### config.mk
export PLATFORM = sky130hd
export DESIGN_NAME = card_cmd_capture
export DESIGN_NICKNAME = d
export VERILOG_FILES = /design/src/rtl/ccr_pkg.sv /design/src/rtl/ccr_cmd_decode.sv /design/src/rtl/ccr_byte_collect.sv /design/src/rtl/ccr_resp_regs.sv /design/src/rtl/card_cmd_capture.sv
export SDC_FILE = /design/constraint.sdc
export NUM_CORES = 1
export LEC_CHECK = 0
export BUFFER_PORTS_ARGS = -buffer_cell sky130_fd_sc_hd__buf_2
export CAP_MARGIN = 0
export CELL_PAD_IN_SITES_DETAIL_PLACEMENT = 0
export CELL_PAD_IN_SITES_GLOBAL_PLACEMENT = 2
export CORE_MARGIN = 4
export CORE_UTILIZATION = 38
export CTS_BUF_LIST = sky130_fd_sc_hd__clkbuf_4
export DETAILED_ROUTE_END_ITERATION = 7
export GPL_ROUTABILITY_DRIVEN = 0
export PLACE_DENSITY_LB_ADDON = 0.25
export SLEW_MARGIN = 20
export SYNTH_ARGS = -nofsm -noshare
export SYNTH_HDL_FRONTEND = slang
export SYNTH_SLANG_ARGS = --single-unit
### constraint.sdc
create_clock -name clk -period 5.94 [get_ports clk]
set_clock_uncertainty 0.1 [all_clocks]
set_input_delay 0.297 -clock clk [delete_from_list [all_inputs] [get_ports clk]]
set_output_delay 0.297 -clock clk [all_outputs]
set_load 0.02 [all_outputs]
### src/rtl/ccr_pkg.sv
package ccr_pkg;
  localparam int WORD_W   = 32;
  localparam int IDX_W    = 6;
  localparam int B_WANT   = 6;
  localparam int B_LONG   = 7;
  localparam int B_WAITI  = 8;
  localparam int B_PEND   = 9;
  localparam int B_EN     = 10;

  typedef enum logic [1:0] {ST_IDLE = 2'd0, ST_ISSUE = 2'd1, ST_WAIT = 2'd2} ccr_state_e;

  typedef struct packed {
    logic [IDX_W-1:0] idx;
    logic             want;
    logic             lng;
    logic             waiti;
    logic             pend;
    logic             en;
  } ccr_fields_t;

  function automatic ccr_fields_t ccr_decode(input logic [WORD_W-1:0] w);
    ccr_fields_t f;
    f.idx   = w[IDX_W-1:0];
    f.want  = w[B_WANT];
    f.lng   = w[B_LONG];
    f.waiti = w[B_WAITI];
    f.pend  = w[B_PEND];
    f.en    = w[B_EN];
    return f;
  endfunction

  // big-endian packing: earliest byte lands in the top lane
  function automatic logic [WORD_W-1:0] ccr_pack(input logic [7:0] b0, input logic [7:0] b1,
                                                 input logic [7:0] b2, input logic [7:0] b3);
    return {b0, b1, b2, b3};
  endfunction

  function automatic logic ccr_len_ok(input int unsigned cnt, input logic lng,
                                      input int unsigned short_n, input int unsigned long_n);
    return (cnt == long_n) || ((cnt == short_n) && !lng);
  endfunction
endpackage

### src/rtl/ccr_cmd_decode.sv
module ccr_cmd_decode
  import ccr_pkg::*;
(
  input  logic [WORD_W-1:0] wdata,
  input  logic              we,
  input  logic              busy,
  output ccr_fields_t       fields,
  output logic              launch,
  output logic              refuse,
  output logic              store
);
  always_comb begin
    fields = ccr_decode(wdata);
    store  = we && !busy;
    launch = store && fields.en && !fields.waiti && !fields.pend;
    refuse = store && fields.en && (fields.waiti || fields.pend);
  end
endmodule

### src/rtl/ccr_byte_collect.sv
module ccr_byte_collect #(
  parameter int LONG_BYTES = 16,
  localparam int CNT_W = $clog2(LONG_BYTES + 2)
) (
  input  logic                    clk,
  input  logic                    rst_n,
  input  logic                    clear,
  input  logic                    take,
  input  logic [7:0]              data,
  output logic [CNT_W-1:0]        count,
  output logic [LONG_BYTES*8-1:0] bytes
);
  localparam logic [CNT_W-1:0] SAT = CNT_W'(LONG_BYTES + 1);

  always_ff @(posedge clk) begin
    if (!rst_n || clear) begin
      count <= '0;
    end else if (take && count != SAT) begin
      count <= count + 1'b1;
    end
  end

  for (genvar i = 0; i < LONG_BYTES; i++) begin : g_slot
    always_ff @(posedge clk) begin
      if (!rst_n) begin
        bytes[i*8 +: 8] <= '0;
      end else if (take && count == CNT_W'(i)) begin
        bytes[i*8 +: 8] <= data;
      end
    end
  end
endmodule

### src/rtl/ccr_resp_regs.sv
module ccr_resp_regs
  import ccr_pkg::*;
#(
  parameter int NWORDS = 4,
  localparam int NB = NWORDS * 4
) (
  input  logic                     clk,
  input  logic                     rst_n,
  input  logic                     load_short,
  input  logic                     load_long,
  input  logic [NB*8-1:0]          bytes,
  output logic [NWORDS*WORD_W-1:0] words
);
  for (genvar w = 0; w < NWORDS; w++) begin : g_word
    logic [WORD_W-1:0] packed_w;
    always_comb begin
      packed_w = ccr_pack(bytes[(w*4+0)*8 +: 8], bytes[(w*4+1)*8 +: 8],
                          bytes[(w*4+2)*8 +: 8], bytes[(w*4+3)*8 +: 8]);
      if (w == NWORDS - 1) packed_w[0] = 1'b0;
    end
    always_ff @(posedge clk) begin
      if (!rst_n) begin
        words[w*WORD_W +: WORD_W] <= '0;
      end else if (load_long) begin
        words[w*WORD_W +: WORD_W] <= packed_w;
      end else if (load_short) begin
        if (w == 0) words[w*WORD_W +: WORD_W] <= packed_w;
        else        words[w*WORD_W +: WORD_W] <= '0;
      end
    end
  end
endmodule

### src/rtl/card_cmd_capture.sv
module card_cmd_capture
  import ccr_pkg::*;
#(
  parameter int SHORT_BYTES = 4,
  parameter int LONG_BYTES  = 16,
  localparam int NWORDS = LONG_BYTES / 4,
  localparam int CNT_W  = $clog2(LONG_BYTES + 2)
) (
  input  logic        clk,
  input  logic        rst_n,
  input  logic        arg_we,
  input  logic [31:0] arg_wdata,
  input  logic        cmd_we,
  input  logic [31:0] cmd_wdata,
  output logic [31:0] cmd_word,
  output logic        busy,
  output logic        req_valid,
  input  logic        req_ready,
  output logic [5:0]  req_index,
  output logic [31:0] req_arg,
  input  logic        rsp_valid,
  input  logic [7:0]  rsp_data,
  input  logic        rsp_end,
  input  logic        rsp_err,
  output logic [31:0] resp_w0,
  output logic [31:0] resp_w1,
  output logic [31:0] resp_w2,
  output logic [31:0] resp_w3,
  output logic        evt_sent,
  output logic        evt_resp_end,
  output logic        evt_timeout
);
  ccr_state_e       st;
  ccr_fields_t      dec;
  logic             launch, refuse, store;
  logic [31:0]      arg_q;
  logic             want_q, long_q;
  logic [CNT_W-1:0] byte_cnt;
  logic [LONG_BYTES*8-1:0] byte_buf;
  logic [NWORDS*WORD_W-1:0] words;

  // named internal events
  logic fin_beat, take_byte, len_ok, ans_ok, ld_short, ld_long;

  assign busy      = (st != ST_IDLE);
  assign req_valid = (st == ST_ISSUE);
  assign fin_beat  = (st == ST_WAIT) && rsp_valid && rsp_end;
  assign take_byte = (st == ST_WAIT) && rsp_valid && !rsp_end && want_q;
  assign len_ok    = ccr_len_ok(32'(byte_cnt), long_q, SHORT_BYTES, LONG_BYTES);
  assign ans_ok    = want_q && len_ok && !rsp_err;
  assign ld_long   = fin_beat && ans_ok && (byte_cnt == CNT_W'(LONG_BYTES));
  assign ld_short  = fin_beat && ans_ok && (byte_cnt == CNT_W'(SHORT_BYTES));

  ccr_cmd_decode u_dec (
    .wdata (cmd_wdata), .we (cmd_we), .busy (busy),
    .fields(dec), .launch(launch), .refuse(refuse), .store(store)
  );

  ccr_byte_collect #(.LONG_BYTES(LONG_BYTES)) u_col (
    .clk(clk), .rst_n(rst_n), .clear(launch), .take(take_byte),
    .data(rsp_data), .count(byte_cnt), .bytes(byte_buf)
  );

  ccr_resp_regs #(.NWORDS(NWORDS)) u_regs (
    .clk(clk), .rst_n(rst_n), .load_short(ld_short), .load_long(ld_long),
    .bytes(byte_buf), .words(words)
  );

  assign resp_w0 = words[0*WORD_W +: WORD_W];
  assign resp_w1 = words[1*WORD_W +: WORD_W];
  assign resp_w2 = words[2*WORD_W +: WORD_W];
  assign resp_w3 = words[3*WORD_W +: WORD_W];

  always_ff @(posedge clk) begin
    if (!rst_n) arg_q <= '0;
    else if (arg_we) arg_q <= arg_wdata;
  end

  always_ff @(posedge clk) begin
    if (!rst_n) begin
      st        <= ST_IDLE;
      cmd_word  <= '0;
      req_index <= '0;
      req_arg   <= '0;
      want_q    <= 1'b0;
      long_q    <= 1'b0;
    end else begin
      unique case (st)
        ST_IDLE: if (launch) st <= ST_ISSUE;
        ST_ISSUE: if (req_ready) st <= ST_WAIT;
        ST_WAIT: if (fin_beat) st <= ST_IDLE;
        default: st <= ST_IDLE;
      endcase
      if (store) begin
        cmd_word <= cmd_wdata;
        if (refuse) cmd_word[B_EN] <= 1'b0;
      end else if (fin_beat) begin
        cmd_word[B_EN] <= 1'b0;
      end
      if (launch) begin
        req_index <= dec.idx;
        req_arg   <= arg_q;
        want_q    <= dec.want;
        long_q    <= dec.lng;
      end
    end
  end

  always_ff @(posedge clk) begin
    if (!rst_n) begin
      evt_sent     <= 1'b0;
      evt_resp_end <= 1'b0;
      evt_timeout  <= 1'b0;
    end else begin
      evt_sent     <= fin_beat && !want_q && !rsp_err;
      evt_resp_end <= fin_beat && ans_ok;
      evt_timeout  <= refuse || (fin_beat && (want_q ? !ans_ok : rsp_err));
    end
  end
endmodule

==> Flow_metrics.wiki, run 1 <==
{| class="wikitable"
! Metric !! Value
|-
| Status || finished, final reports clean
|-
| Cells traversed along the worst timing path || dlygate4sd3_1 -> clkbuf_8 -> buf_4 -> buf_4 -> nand2_1 -> mux2i_1
|-
| Via count of the first global-routing pass || approximately 11000
|-
| Worst-path cell with the longest stage delay || sky130_fd_sc_hd__buf_4
|-
| Reg power frac || between 50% and 60%
|-
| Post-Place Worst Slack || 2.87 ns
|-
| Total of buffers placed on input and output ports || roughly 280
|-
| EDFF count, synth || 0
|-
| Slowest stage delay, CP || just over 0.9 ns
|-
| Remaining design rule violation count || 0
|-
| Post-synth top flop || sky130_fd_sc_hd__dfxtp_1
|-
| Per-instance average area after synthesis || about 10 sq um
|-
| Non-filler cells, final || roughly 2100
|-
| Sw power || between 1 and 1.5 mW
|-
| Clock slew seen by the registers of the worst setup and hold paths || 0.06 ns
|-
| Number of cells traversed by the worst hold path || 4
|-
| Starting Density || 38.7%
|-
| #FFs+latches synth || 368
|-
| GR Overflow Total || 0
|-
| Post-layout net count || ~1700
|-
| Post-route antenna net violation count || 0
|-
| Number of hold violations in the final report || 0
|-
| Leading cell type in the layout, fill and taps excluded || sky130_fd_sc_hd__dfxtp_1
|-
| Root buf cell || sky130_fd_sc_hd__clkbuf_4
|-
| Number of levels in the clock H-tree || 3
|-
| CP delay by family, top || buffers and inverters
|-
| Number of placement rows || 67
|-
| Worst flop-to-flop path endpoint || u_regs.words[22]
|-
| Combined global-route utilization of all metal layers || 19.2%
|-
| Cell Area, Synth || about 0.013 sq mm
|-
| Final total power || between 4 and 5 mW
|-
| Maximum number of pins on one net before global-route repair || ~110
|-
| Sequential element share of the synthesized area || a little under three fifths
|-
| IO Count || between 200 and 300
|-
| Number of distinct standard cells referenced by the synthesized netlist || 41
|-
| Count of yosys warnings during synthesis || 0
|-
| Buffer depth of the longest clock path || 3
|-
| Async S/R FF share, synth || 0%
|-
| Transition time at the pin with the least slew margin || 1.05 ns
|-
| Reg-to-reg critical path startpoint || u_col.count[0]
|-
| Depth of the most critical reg-to-reg path || 6
|-
| Detailed-route wire length || around 38 mm
|-
| Final setup fails || 0
|-
| Number of antenna violations at the first check in global routing || 2
|-
| Setup slack, reg-to-reg || between 3 and 4 ns
|-
| Arrival time of data at the critical path endpoint || ~3.5 ns
|-
| Number of buffers added by the clock tree synthesis step || about 100
|-
| Period utilisation layout || 50.3%
|-
| Core region area || 0.0337 sq mm
|-
| Summed area of non-filler cells in the final layout || about 0.017 sq mm
|-
| Switching Fraction || a little under a quarter
|-
| Detailed-placement wirelength estimate || 22.8 mm
|-
| WP data required || about 6.5 ns
|-
| Worst setup path category || in -> reg
|-
| Logic pwr share || around 5.1%
|-
| CP Buf/Inv Count || 4
|-
| Most used cell, CP || sky130_fd_sc_hd__buf_4
|-
| Die Span Y || 193 um
|-
| Iter 0 DRT Violations || around 580
|-
| Clock tree sinks || around 370
|-
| Maximum vdd drop || ~0.17 mV
|-
| Most used cells in the layout excluding fill and tap cells || 368 x sky130_fd_sc_hd__dfxtp_1, 280 x sky130_fd_sc_hd__buf_2, 233 x sky130_fd_sc_hd__nand2_1, 192 x sky130_fd_sc_hd__mux2i_1, 155 x sky130_fd_sc_hd__clkbuf_4
|-
| Total vias in the final route || around 11000
|-
| Area added between synthesis and finish || 27.5%
|-
| Instance count of the mapped netlist || 1268
|-
| Category of the worst setup path launch point || input pin
|-
| Worst relative slew slack || a little under a third
|-
| Average wire per standard cell || around 18 um
|-
| Min-Delay Endpoint || evt_sent
|-
| Clock latency reported for the late side of the worst-skew pair || 0.72 ns
|-
| Wire length of the first global-routing pass || 58.8 mm
|-
| Area of the die || 0.0374 sq mm
|-
| Maximum net fanout on the critical path || 100
|-
| Hold slack final || ~0.12 ns
|-
| Unrepaired setup endpoints after global routing || false
|-
| Die Wd || between 150 and 200 um
|-
| Placed inst area || 0.0147 sq mm
|-
| Post-layout util || about half
|-
| Cell total after placement || 1894
|-
| Minimum clock period after layout || 2.99 ns
|-
| Hold Crit Start || rsp_end
|-
| Fmax || around 0.33 GHz
|-
| Fraction of final layout cells with drive strength greater than 1 || a little over a quarter
|-
| Worst setup EP type || register
|-
| Postcts setup bufs || 0
|-
| Setup_tns || 0 ns
|-
| Total iterations of the first detailed-routing run || 4
|-
| Worst setup margin || ~3 ns
|-
| CTS tree || built
|-
| Net count after synthesis || approximately 1400
|-
| Final Max Tran Viols || 0
|-
| Max-capacitance violation count || 0
|-
| Cell internal power dissipation || 3.80 mW
|-
| Standby leakage power || a little under 8 nW
|-
| Vias per std cell || a little over 5
|-
| Min-delay worst type || in -> reg
|-
| Power density relative to cell area || 298 mW/mm^2
|-
| Part of the power in the clock network || approximately 44%
|}
[worst min-delay path, stage by stage]
cell and delay (ns):
sky130_fd_sc_hd__buf_2 0.11, sky130_fd_sc_hd__nand4b_1 0.27, sky130_fd_sc_hd__or2_2 0.18, sky130_fd_sc_hd__nor3_1 0.04
[kinds of logic after synthesis]
group / synth area share, %
buf+inv: 3.90
mux: 14.7
flops: 56.4
other cells: 0.0287
compound gates: 12.5
fa+ha+maj: 0.479
simple gates: 11.9
[final cells by class]
class	count	area, sq um
diodes	3	7.51
clock buffers	155	1160
clock inverters	16	90.1
fillers	3256	17100
inverters	5	20.0
multi-input cells	781	5210
flip-flops and latches	368	7370
well taps	448	561
repair buffers	363	2220
[power groups by stage]
stage	registers [mW]	clock network [mW]	logic, mW
after floorplan	2.58	0	0.113
after global placement	2.57	0	0.219
after detailed placement	2.57	0	0.220
after CTS	2.51	2.29	0.257
after global routing	2.51	2.43	0.277
final	2.51	2.20	0.254
[cells in the mapped netlist, drive strengths merged (2+ instances only)]
| master | n | area, sq um |
|---|---|---|
| or3b | 3 | 26.3 |
| ha | 5 | 62.6 |
| dfxtp | 368 | 7370 |
| nand3 | 55 | 275 |
| nor2 | 35 | 131 |
| buf | 33 | 186 |
| inv | 5 | 18.8 |
| mux2i | 192 | 1920 |
| nor3b | 2 | 15.0 |
| nor2b | 4 | 25.0 |
| a32o | 95 | 951 |
| a21oi | 77 | 385 |
| or2 | 2 | 12.5 |
| nand2b | 3 | 18.8 |
| nand4 | 6 | 37.5 |
| o31ai | 4 | 30.0 |
| nand2 | 233 | 875 |
| o21ai | 42 | 210 |
| and4bb | 2 | 25.0 |
| nor4bb | 3 | 30.0 |
| clkbuf | 81 | 304 |
| a211o | 2 | 17.5 |
[state kept, by name, indices dropped and copies added, names as in the netlist]
signal,cells
evt_timeout,1
u_col.count,5
st,2
req_index,6
long_q,1
req_arg,32
cmd_word,32
want_q,1
evt_sent,1
arg_q,32
u_col.bytes,127
u_regs.words,127
evt_resp_end,1
[how the worst max path moves through the flow]
stage,from,endpoint,slack (ns),cells past startpoint
2_1_floorplan,u_col.count[4],u_regs.words[45],4.05,6
3_3_place_gp,rst_n,u_col.bytes[23],2.89,5
3_5_place_dp,rst_n,u_col.bytes[2],2.87,5
4_1_cts,u_col.count[0],u_regs.words[117],3.06,6
5_1_grt,rst_n,u_col.bytes[0],2.83,6
6_report,rst_n,u_col.bytes[0],2.95,6
[per-layer routing]
layer / vias to the layer above / wire length (um) / global-route usage, %
li1: 5251 / - / -
met5: - / 0 / 0
met1: 5199 / 16900 / 25.1
met3: 76 / 1740 / 4.92
met4: 0 / 1100 / 7.42
met2: 279 / 17800 / 30.8
[timing repair]
action	CTS	global route
hold buffers	70	0
gates resized for setup	0	0
hold endpoints to repair	114	0
No activity file was read; power rests on OpenSTA's default activity.
==> run 2, diff against run 1 <==
- ABC_AREA: default -> 1
- CORE_UTILIZATION: 38 -> 32
- clock period: 5.94 -> 2.95 ns (I/O delays scaled with it)
==> run 2 against run 1 <==
  * Clock power increased by 100%
  * Non-clock buffer count rose by 168
  * Cell area grew 13%
  * Final cell count increased by 33%
  * Highest routed layer unchanged
==> Flow_metrics.wiki, run 2 <==
{| class="wikitable"
! Metric !! Value
|-
| Sequential element share of the synthesized area || 54.3% (-2.1 points)
|-
| Postcts setup bufs || 0 (unchanged)
|-
| Cell internal power dissipation || 7.81 mW (+110%)
|-
| Final total power || 10.3 mW (+110%)
|-
| Iter 0 DRT Violations || 727 (+26%)
|-
| Switching Fraction || 24.2% (+0.85 points)
|-
| Maximum vdd drop || 0.334 mV (+100%)
|-
| Per-instance average area after synthesis || 7.73 sq um (-25%)
|-
| Number of antenna violations at the first check in global routing || 1 (-1)
|-
| Cell total after placement || 2473 (+31%)
|-
| Status || finished, final reports clean
|-
| EDFF count, synth || 0 (unchanged)
|-
| Clock latency reported for the late side of the worst-skew pair || 0.77 ns (+0.05 ns)
|-
| Category of the worst setup path launch point || register
|-
| Via count of the first global-routing pass || 13400 (+26%)
|-
| Async S/R FF share, synth || 0% (unchanged)
|-
| Placed inst area || 0.0154 sq mm (+5.3%)
|-
| Dominant cell type by area after synthesis || sky130_fd_sc_hd__dfxtp_1
|-
| Total vias in the final route || 13400 (+24%)
|-
| Number of buffers inserted for hold repair after clock tree synthesis || 219 (+210%)
|-
| Part of the power in the clock network || 43.5% (-0.8 points)
|-
| Slowest stage delay, CP || 0.60 ns (-0.31 ns)
|-
| Worst-path cell with the longest stage delay || sky130_fd_sc_hd__dlygate4sd3_1
|-
| Crit. path cell count || 9 (+3)
|-
| Average wire per standard cell || 15.6 um (-11%)
|-
| Cells traversed along the worst timing path || inv_1 -> nand2_2 -> nor2_4 -> buf_4 -> inv_1 -> buf_4 -> nor2_1 -> nor2_1 -> dlygate4sd3_1
|-
| Unrepaired setup endpoints after global routing || false
|-
| CP Buf/Inv Count || 5 (+1)
|-
| Post-synth top flop || sky130_fd_sc_hd__dfxtp_1
|-
| Clock tree sinks || 368 (unchanged)
|-
| Setup_tns || 0 ns (unchanged)
|-
| Total of buffers placed on input and output ports || 281 (unchanged)
|-
| IO Count || 283 (unchanged)
|-
| Detailed-route wire length || 44.5 mm (+18%)
|-
| Sw power || 2.50 mW (+120%)
|-
| Combinational family with the most area after synthesis || simple AND/OR/NAND/NOR gates
|-
| Largest registers ranked by flip-flop count || u_col.bytes (127), u_regs.words (127)
|-
| Number of buffers added by the clock tree synthesis step || 104 (+6.1%)
|-
| Post-route antenna net violation count || 0 (unchanged)
|-
| Wire length of the first global-routing pass || 70.5 mm (+20%)
|-
| Dominant cell by count in the synthesized netlist || sky130_fd_sc_hd__dfxtp_1
|-
| Worst relative slew slack || 43.2% (+13 points)
|-
| Maximum net fanout on the critical path || 31 (-69%)
|-
| Adder-cell share of the synthesized area || 0.462% (-0.018 points)
|-
| Final setup fails || 0 (unchanged)
|-
| Clock slew seen by the registers of the worst setup and hold paths || 0.06 ns (about the same)
|-
| GR Overflow Total || 0 (unchanged)
|-
| Minimum clock period after layout || 2.57 ns
|-
| Total iterations of the first detailed-routing run || 5 (+1)
|-
| Worst setup path category || reg -> reg
|-
| Power density relative to cell area || 547 mW/mm^2 (+83%)
|-
| Max-capacitance violation count || 0 (unchanged)
|-
| Simple-gate share of the synthesized area || 26.9% (+15 points)
|-
| Number of cells traversed by the worst hold path || 4 (unchanged)
|-
| Core region area || 0.0419 sq mm (+24%)
|-
| Root buf cell || sky130_fd_sc_hd__clkbuf_4
|-
| Arrival time of data at the critical path endpoint || 3.15 ns (-0.37 ns)
|-
| Number of placement rows || 75 (+12%)
|-
| Summed area of non-filler cells in the final layout || 0.0189 sq mm (+13%)
|-
| Instance count of the mapped netlist || 1754 (+38%)
|-
| Fraction of final layout cells with drive strength greater than 1 || 21.6% (-5.9 points)
|-
| Setup slack, reg-to-reg || 0.38 ns (-2.65 ns)
|-
| Die Wd || 214 um (+11%)
|-
| Buffer depth of the longest clock path || 3 (unchanged)
|-
| Min-delay worst type || in -> reg
|-
| Synthesized-area fraction occupied by ao, oa, aoi and oai cells || 12.4% (-0.10 points)
|-
| Ranking of synthesized cells by area || sky130_fd_sc_hd__dfxtp_1 54%, sky130_fd_sc_hd__nand2_1 8.9%, sky130_fd_sc_hd__a21oi_1 8.6%, sky130_fd_sc_hd__nand3_1 8.5%, sky130_fd_sc_hd__nor2_1 7.6%
|-
| Transition time at the pin with the least slew margin || 0.850 ns (-0.198 ns)
|-
| Remaining design rule violation count || 0 (unchanged)
|-
| Fmax || between 0.3 and 0.4 GHz
|-
| CP delay by family, top || buffers and inverters
|-
| Area of the die || 0.0457 sq mm (+22%)
|-
| CTS tree || built
|-
| Cells resized by post-CTS repair || 0 (unchanged)
|-
| Count of yosys warnings during synthesis || 0 (unchanged)
|-
| WP data required || 3.53 ns (-2.94 ns)
|-
| Net count after synthesis || 1839 (+36%)
|-
| #FFs+latches synth || 368 (unchanged)
|-
| Final Max Tran Viols || 0 (unchanged)
|-
| Multiplexer fraction of the synthesized cell area || 0% (-15 points)
|-
| Die Span Y || 214 um (+11%)
|-
| Logic pwr share || 7.0% (+1.9 points)
|-
| Non-filler cells, final || 2853 (+33%)
|-
| Number of levels in the clock H-tree || 3 (unchanged)
|-
| Standby leakage power || 8.20 nW (+3.0%)
|-
| Combined global-route utilization of all metal layers || 19.1% (-0.15 points)
|-
| Vias per std cell || 4.71 (-6.7%)
|-
| Leading cell type in the layout, fill and taps excluded || sky130_fd_sc_hd__dfxtp_1
|-
| Depth of the most critical reg-to-reg path || 9 (+3)
|-
| Post-synth top cells || 368 x sky130_fd_sc_hd__dfxtp_1, 322 x sky130_fd_sc_hd__nand2_1, 274 x sky130_fd_sc_hd__nor2_1
|-
| Maximum number of pins on one net before global-route repair || 96 (-11%)
|-
| Starting Density || 32.3% (-6.4 points)
|-
| Area share of the leading cell type in the synthesized netlist || 54.3% (-2.1 points)
|-
| Parity-gate share of the synthesized area counting xor and xnor cells || 0.129% (+0.13 points)
|-
| Cell Area, Synth || 0.0136 sq mm (+3.8%)
|-
| Post-layout util || 44.9% (-4.4 points)
|-
| Worst setup EP type || register
|-
| Area added between synthesis and finish || 39.1%
|-
| Number of hold violations in the final report || 0 (unchanged)
|-
| Most used cells in the layout excluding fill and tap cells || 368 x sky130_fd_sc_hd__dfxtp_1, 321 x sky130_fd_sc_hd__nand2_1, 280 x sky130_fd_sc_hd__buf_2, 274 x sky130_fd_sc_hd__nor2_1, 233 x sky130_fd_sc_hd__a21oi_1
|-
| Reg power frac || 49.4% (-1.2 points)
|-
| Post-layout net count || 2344 (+38%)
|-
| Period utilisation layout || 87.1%
|-
| Number of distinct standard cells referenced by the synthesized netlist || 25 (-39%)
|-
| Detailed-placement wirelength estimate || 25.8 mm (+14%)
|}
## run 2: changes by cell type after synthesis, sizes merged, moves of 17 or more
cell   previous run  this run
a21oi            77       233
a32o             95         0
buf              33        50
inv               5        56
mux2i           192         0
nand2           233       329
nand3            55       230
nor2             35       278
o21ai            42       103
## run 2: worst reg2reg max path: stages, from the launching register on
cell and delay (ns):
sky130_fd_sc_hd__dfxtp_1 0.40, sky130_fd_sc_hd__inv_1 0.08, sky130_fd_sc_hd__nand2_2 0.09, sky130_fd_sc_hd__nor2_4 0.05
sky130_fd_sc_hd__buf_4 0.22, sky130_fd_sc_hd__inv_1 0.42, sky130_fd_sc_hd__buf_4 0.33, sky130_fd_sc_hd__nor2_1 0.08
sky130_fd_sc_hd__nor2_1 0.15, sky130_fd_sc_hd__dlygate4sd3_1 0.60
## run 2: metal layers
layer | up-vias | part of all wire, % | wire [um] | track usage, %
met5 | - | 0 | 0 | 0
met3 | 73 | 7.1 | 3160 | 6.35
met2 | 339 | 47 | 20900 | 31.5
met4 | 0 | 1.9 | 861 | 5.56
li1 | 6800 | - | - | -
met1 | 6234 | 44 | 19600 | 23.9
## run 2: final timing paths
path,start,to
max,st[1],cmd_word[20]
min,cmd_wdata[7],cmd_word[7]
max reg2reg,st[1],cmd_word[20]
min reg2reg,u_regs.words[73],u_regs.words[73]
## run 2: final cells by class
type                       instances  area, sq um
antenna                            1         2.50
clock buffer                     148         1110
tap                              539          674
clock inverter                    12          108
multi-input combinational       1198         5430
timing repair buffer             531         3950
inverter                          56          215
sequential                       368         7370
fill                            4285        23100
## run 2: logic make-up (layout without fill, tap and decap cells)
logic type / Yosys count / count (layout)
adder cells (fa/ha/maj): 5 / 5
AND/OR/NAND/NOR: 854 / 854
AO/OA/AOI/OAI: 336 / 336
buffers and inverters: 188 / 747
flip-flops: 368 / 368
other: 1 / 2
XOR/XNOR: 2 / 2
## run 2: power groups by stage
stage / combinational, mW / sequential [mW] / clock (mW)
6_report: 0.726 / 5.10 / 4.49
5_1_grt: 0.793 / 5.10 / 4.94
4_1_cts: 0.718 / 5.09 / 4.69
3_5_place_dp: 0.486 / 5.20 / 0
3_3_place_gp: 0.487 / 5.20 / 0
2_1_floorplan: 0.208 / 5.26 / 0
## run 2: metrics by stage
stage	setup WS, ns	hold slack [ns]
2_1_floorplan	1.28	0.126
3_3_place_gp	0.959	0.250
3_5_place_dp	0.879	0.257
4_1_cts	0.440	0.00174
5_1_grt	0.182	0.0411
6_report	0.381	0.103
==> run 3, diff against run 2 <==
- ABC_CLOCK_PERIOD_IN_PS: default -> 2950
- CORE_MARGIN: 4 -> 2
==> run 3 against run 2 <==
  * Cell area is 0.31% lower
  * Combinational power shrank 3.2%
  * Maximum frequency grew 2.8%
  * Highest routed layer unchanged
  * Setup slack improved by 0.071 ns
  * Hold slack barely moved
  * Register-to-register slack better by 0.07 ns
  * Largest cell class unchanged
  * Sequential share of layout area is 0.12 points higher
==> Flow_metrics.wiki, run 3 (synthesis results as in run 2) <==
{| class="wikitable"
! Metric !! Value
|-
| Status || finished, final reports clean
|-
| Logic pwr share || 6.6% (-0.4 points)
|-
| Worst setup EP type || register
|-
| Switching Fraction || 24.2% (-0.036 points)
|-
| Slowest stage delay, CP || 0.67 ns (+0.07 ns)
|-
| Number of buffers added by the clock tree synthesis step || 104 (unchanged)
|-
| Fraction of final layout cells with drive strength greater than 1 || 21.7% (+0.15 points)
|-
| Reg-to-reg critical path startpoint || st[1]
|-
| Part of the power in the clock network || 45.4% (+1.9 points)
|-
| Reg power frac || 48.0% (-1.4 points)
|-
| Post-route antenna net violation count || 0 (unchanged)
|-
| Non-filler cells, final || 2855 (+0.070%)
|-
| Remaining design rule violation count || 0 (unchanged)
|-
| Number of cells traversed by the worst hold path || 4 (unchanged)
|-
| Core region area || 0.0419 sq mm (-0.22%)
|-
| Number of buffers inserted for hold repair after clock tree synthesis || 202 (-7.8%)
|-
| Setup_tns || 0 ns (unchanged)
|-
| Area added between synthesis and finish || 38.6%
|-
| Via count of the first global-routing pass || 13400 (-0.28%)
|-
| Post-layout net count || 2326 (-0.77%)
|-
| Power density relative to cell area || 565 mW/mm^2 (+3.2%)
|-
| Total iterations of the first detailed-routing run || 5 (unchanged)
|-
| Multi-input gate area || 0.00543 sq mm (unchanged)
|-
| Worst-path cell with the longest stage delay || sky130_fd_sc_hd__dlygate4sd3_1
|-
| Total vias in the final route || 13400 (-0.39%)
|-
| Maximum number of pins on one net before global-route repair || 76 (-21%)
|-
| Period utilisation layout || 84.7% (-2.4 points)
|-
| FILL cells || 4317 (+0.75%)
|-
| Root buf cell || sky130_fd_sc_hd__clkbuf_4
|-
| Most used cells in the layout excluding fill and tap cells || 368 x sky130_fd_sc_hd__dfxtp_1, 321 x sky130_fd_sc_hd__nand2_1, 280 x sky130_fd_sc_hd__buf_2, 274 x sky130_fd_sc_hd__nor2_1, 233 x sky130_fd_sc_hd__a21oi_1
|-
| Maximum net fanout on the critical path || 43 (+39%)
|-
| Cell internal power dissipation || 8.05 mW (+3.0%)
|-
| Unrepaired setup endpoints after global routing || false
|-
| Fmax || 0.400 GHz (+2.8%)
|-
| Depth of the most critical reg-to-reg path || 7 (-2)
|-
| Final setup fails || 0 (unchanged)
|-
| Worst setup path category || reg -> reg
|-
| Category of the worst setup path launch point || register
|-
| Final Max Tran Viols || 0 (unchanged)
|-
| Iter 0 DRT Violations || 678 (-6.7%)
|-
| Maximum vdd drop || 0.310 mV (-7.2%)
|-
| Vias per std cell || 4.69 (-0.46%)
|-
| Worst relative slew slack || 30.0% (-13 points)
|-
| Cells resized by post-CTS repair || 0 (unchanged)
|-
| Arrival time of data at the critical path endpoint || 3.03 ns (-0.12 ns)
|-
| Placed inst area || 0.0154 sq mm (-0.13%)
|-
| WP data required || 3.48 ns (-0.05 ns)
|-
| Min-Delay Endpoint || cmd_word[8]
|-
| Worst flop-to-flop path endpoint || u_regs.words[48]
|-
| Number of hold violations in the final report || 0 (unchanged)
|-
| Clock slew seen by the registers of the worst setup and hold paths || 0.07 ns (about the same)
|-
| Clock latency reported for the late side of the worst-skew pair || 0.77 ns (about the same)
|-
| Detailed-route wire length || 43.9 mm (-1.4%)
|-
| Minimum clock period after layout || 2.50 ns (-0.0707 ns)
|-
| Die Span Y || 210 um (-1.9%)
|-
| Die Wd || 210 um (-1.9%)
|-
| Max-capacitance violation count || 0 (unchanged)
|-
| Sw power || 2.57 mW (+2.8%)
|-
| Starting Density || 32.4% (+0.072 points)
|-
| Setup slack, reg-to-reg || 0.45 ns (+0.07 ns)
|-
| Postcts setup bufs || 0 (unchanged)
|-
| Number of placement rows || 75 (unchanged)
|-
| Hold Crit Start || cmd_wdata[8]
|-
| Buffer depth of the longest clock path || 3 (unchanged)
|-
| Standby leakage power || 8.15 nW (-0.57%)
|-
| GR Overflow Total || 0 (unchanged)
|-
| Min-delay worst type || in -> reg
|-
| Total area of sequential cells || 0.00737 sq mm (unchanged)
|-
| CTS tree || built
|-
| Cell total after placement || 2472 (-0.040%)
|-
| Average wire per standard cell || 15.4 um (-1.5%)
|-
| Largest registers ranked by flip-flop count || u_col.bytes (127), u_regs.words (127)
|-
| Total of buffers placed on input and output ports || 281 (unchanged)
|-
| Detailed-placement wirelength estimate || 25.7 mm (-0.54%)
|-
| Transition time at the pin with the least slew margin || 1.05 ns (+0.198 ns)
|-
| Number of levels in the clock H-tree || 3 (unchanged)
|-
| Cells traversed along the worst timing path || nand4_2 -> dlygate4sd3_1 -> nor2_4 -> nand2_4 -> buf_12 -> nand2_1 -> a21oi_1
|-
| Clock tree sinks || 368 (unchanged)
|-
| Leading cell type in the layout, fill and taps excluded || sky130_fd_sc_hd__dfxtp_1
|-
| Summed area of non-filler cells in the final layout || 0.0188 sq mm (-0.31%)
|-
| Wire length of the first global-routing pass || 70.2 mm (-0.48%)
|-
| Number of antenna violations at the first check in global routing || 1 (unchanged)
|-
| IO Count || 283 (unchanged)
|-
| Combined global-route utilization of all metal layers || 19.7% (+0.66 points)
|-
| Area of the die || 0.0440 sq mm (-3.7%)
|}
-- run 3: critical path: cells and delay by family, from the launching register on --
kind,cells,cell delay (ns)
buffers and inverters,2,0.98
DFF,1,0.42
AOI/OAI and AO/OA,1,0.06
and+or+nand+nor,4,0.78
-- run 3: how the worst max path moves through the flow --
stage	from	end	slack (ns)	cells after the start
6_report	st[1]	u_regs.words[48]	0.45	7
5_1_grt	st[1]	u_regs.words[3]	0.23	8
4_1_cts	st[1]	u_regs.words[0]	0.41	8
3_5_place_dp	u_col.count[0]	u_regs.words[118]	0.81	8
3_3_place_gp	u_col.count[0]	u_regs.words[1]	0.88	9
2_1_floorplan	u_col.count[0]	u_col.bytes[64]	1.28	7
-- run 3: cell type report --
| class | count | share of cell area [%] |
|---|---|---|
| tap | 539 | 3.59 |
| clock buffer | 151 | 6.03 |
| inverter | 56 | 1.15 |
| antenna | 1 | 0.0133 |
| sequential | 368 | 39.2 |
| clock inverter | 29 | 1.15 |
| multi-input combinational | 1198 | 28.9 |
| timing repair buffer | 513 | 20.0 |
-- run 3: power by group through the flow --
stage | Combinational [mW] | Clock [mW] | Sequential [mW]
global route | 0.765 | 5.31 | 5.10
detailed placement | 0.478 | 0 | 5.20
global placement | 0.479 | 0 | 5.20
CTS | 0.697 | 5.02 | 5.09
finish | 0.703 | 4.82 | 5.09
floorplan | 0.208 | 0 | 5.26
-- run 3: per-stage QoR --
step | setup WS [ns] | total power, mW | hold WS (ns) | utilization [%]
after CTS | 0.408 | 10.8 | 0.0103 | 44.9
after detailed placement | 0.811 | 5.68 | 0.264 | 36.8
after global routing | 0.225 | 11.2 | 0.0627 | 44.9
after global placement | 0.881 | 5.68 | 0.250 | 36.8
final | 0.452 | 10.6 | 0.104 | 44.9
after floorplan | 1.28 | 5.47 | 0.126 | -
-- run 3: layer usage --
layer / track usage [%] / share of wire, % / vias up
met5: 0 / 0 / -
met4: 6.55 / 1.5 / 0
met3: 6.33 / 7.6 / 55
met2: 31.5 / 45 / 377
met1: 25.2 / 45 / 6172
li1: - / - / 6789
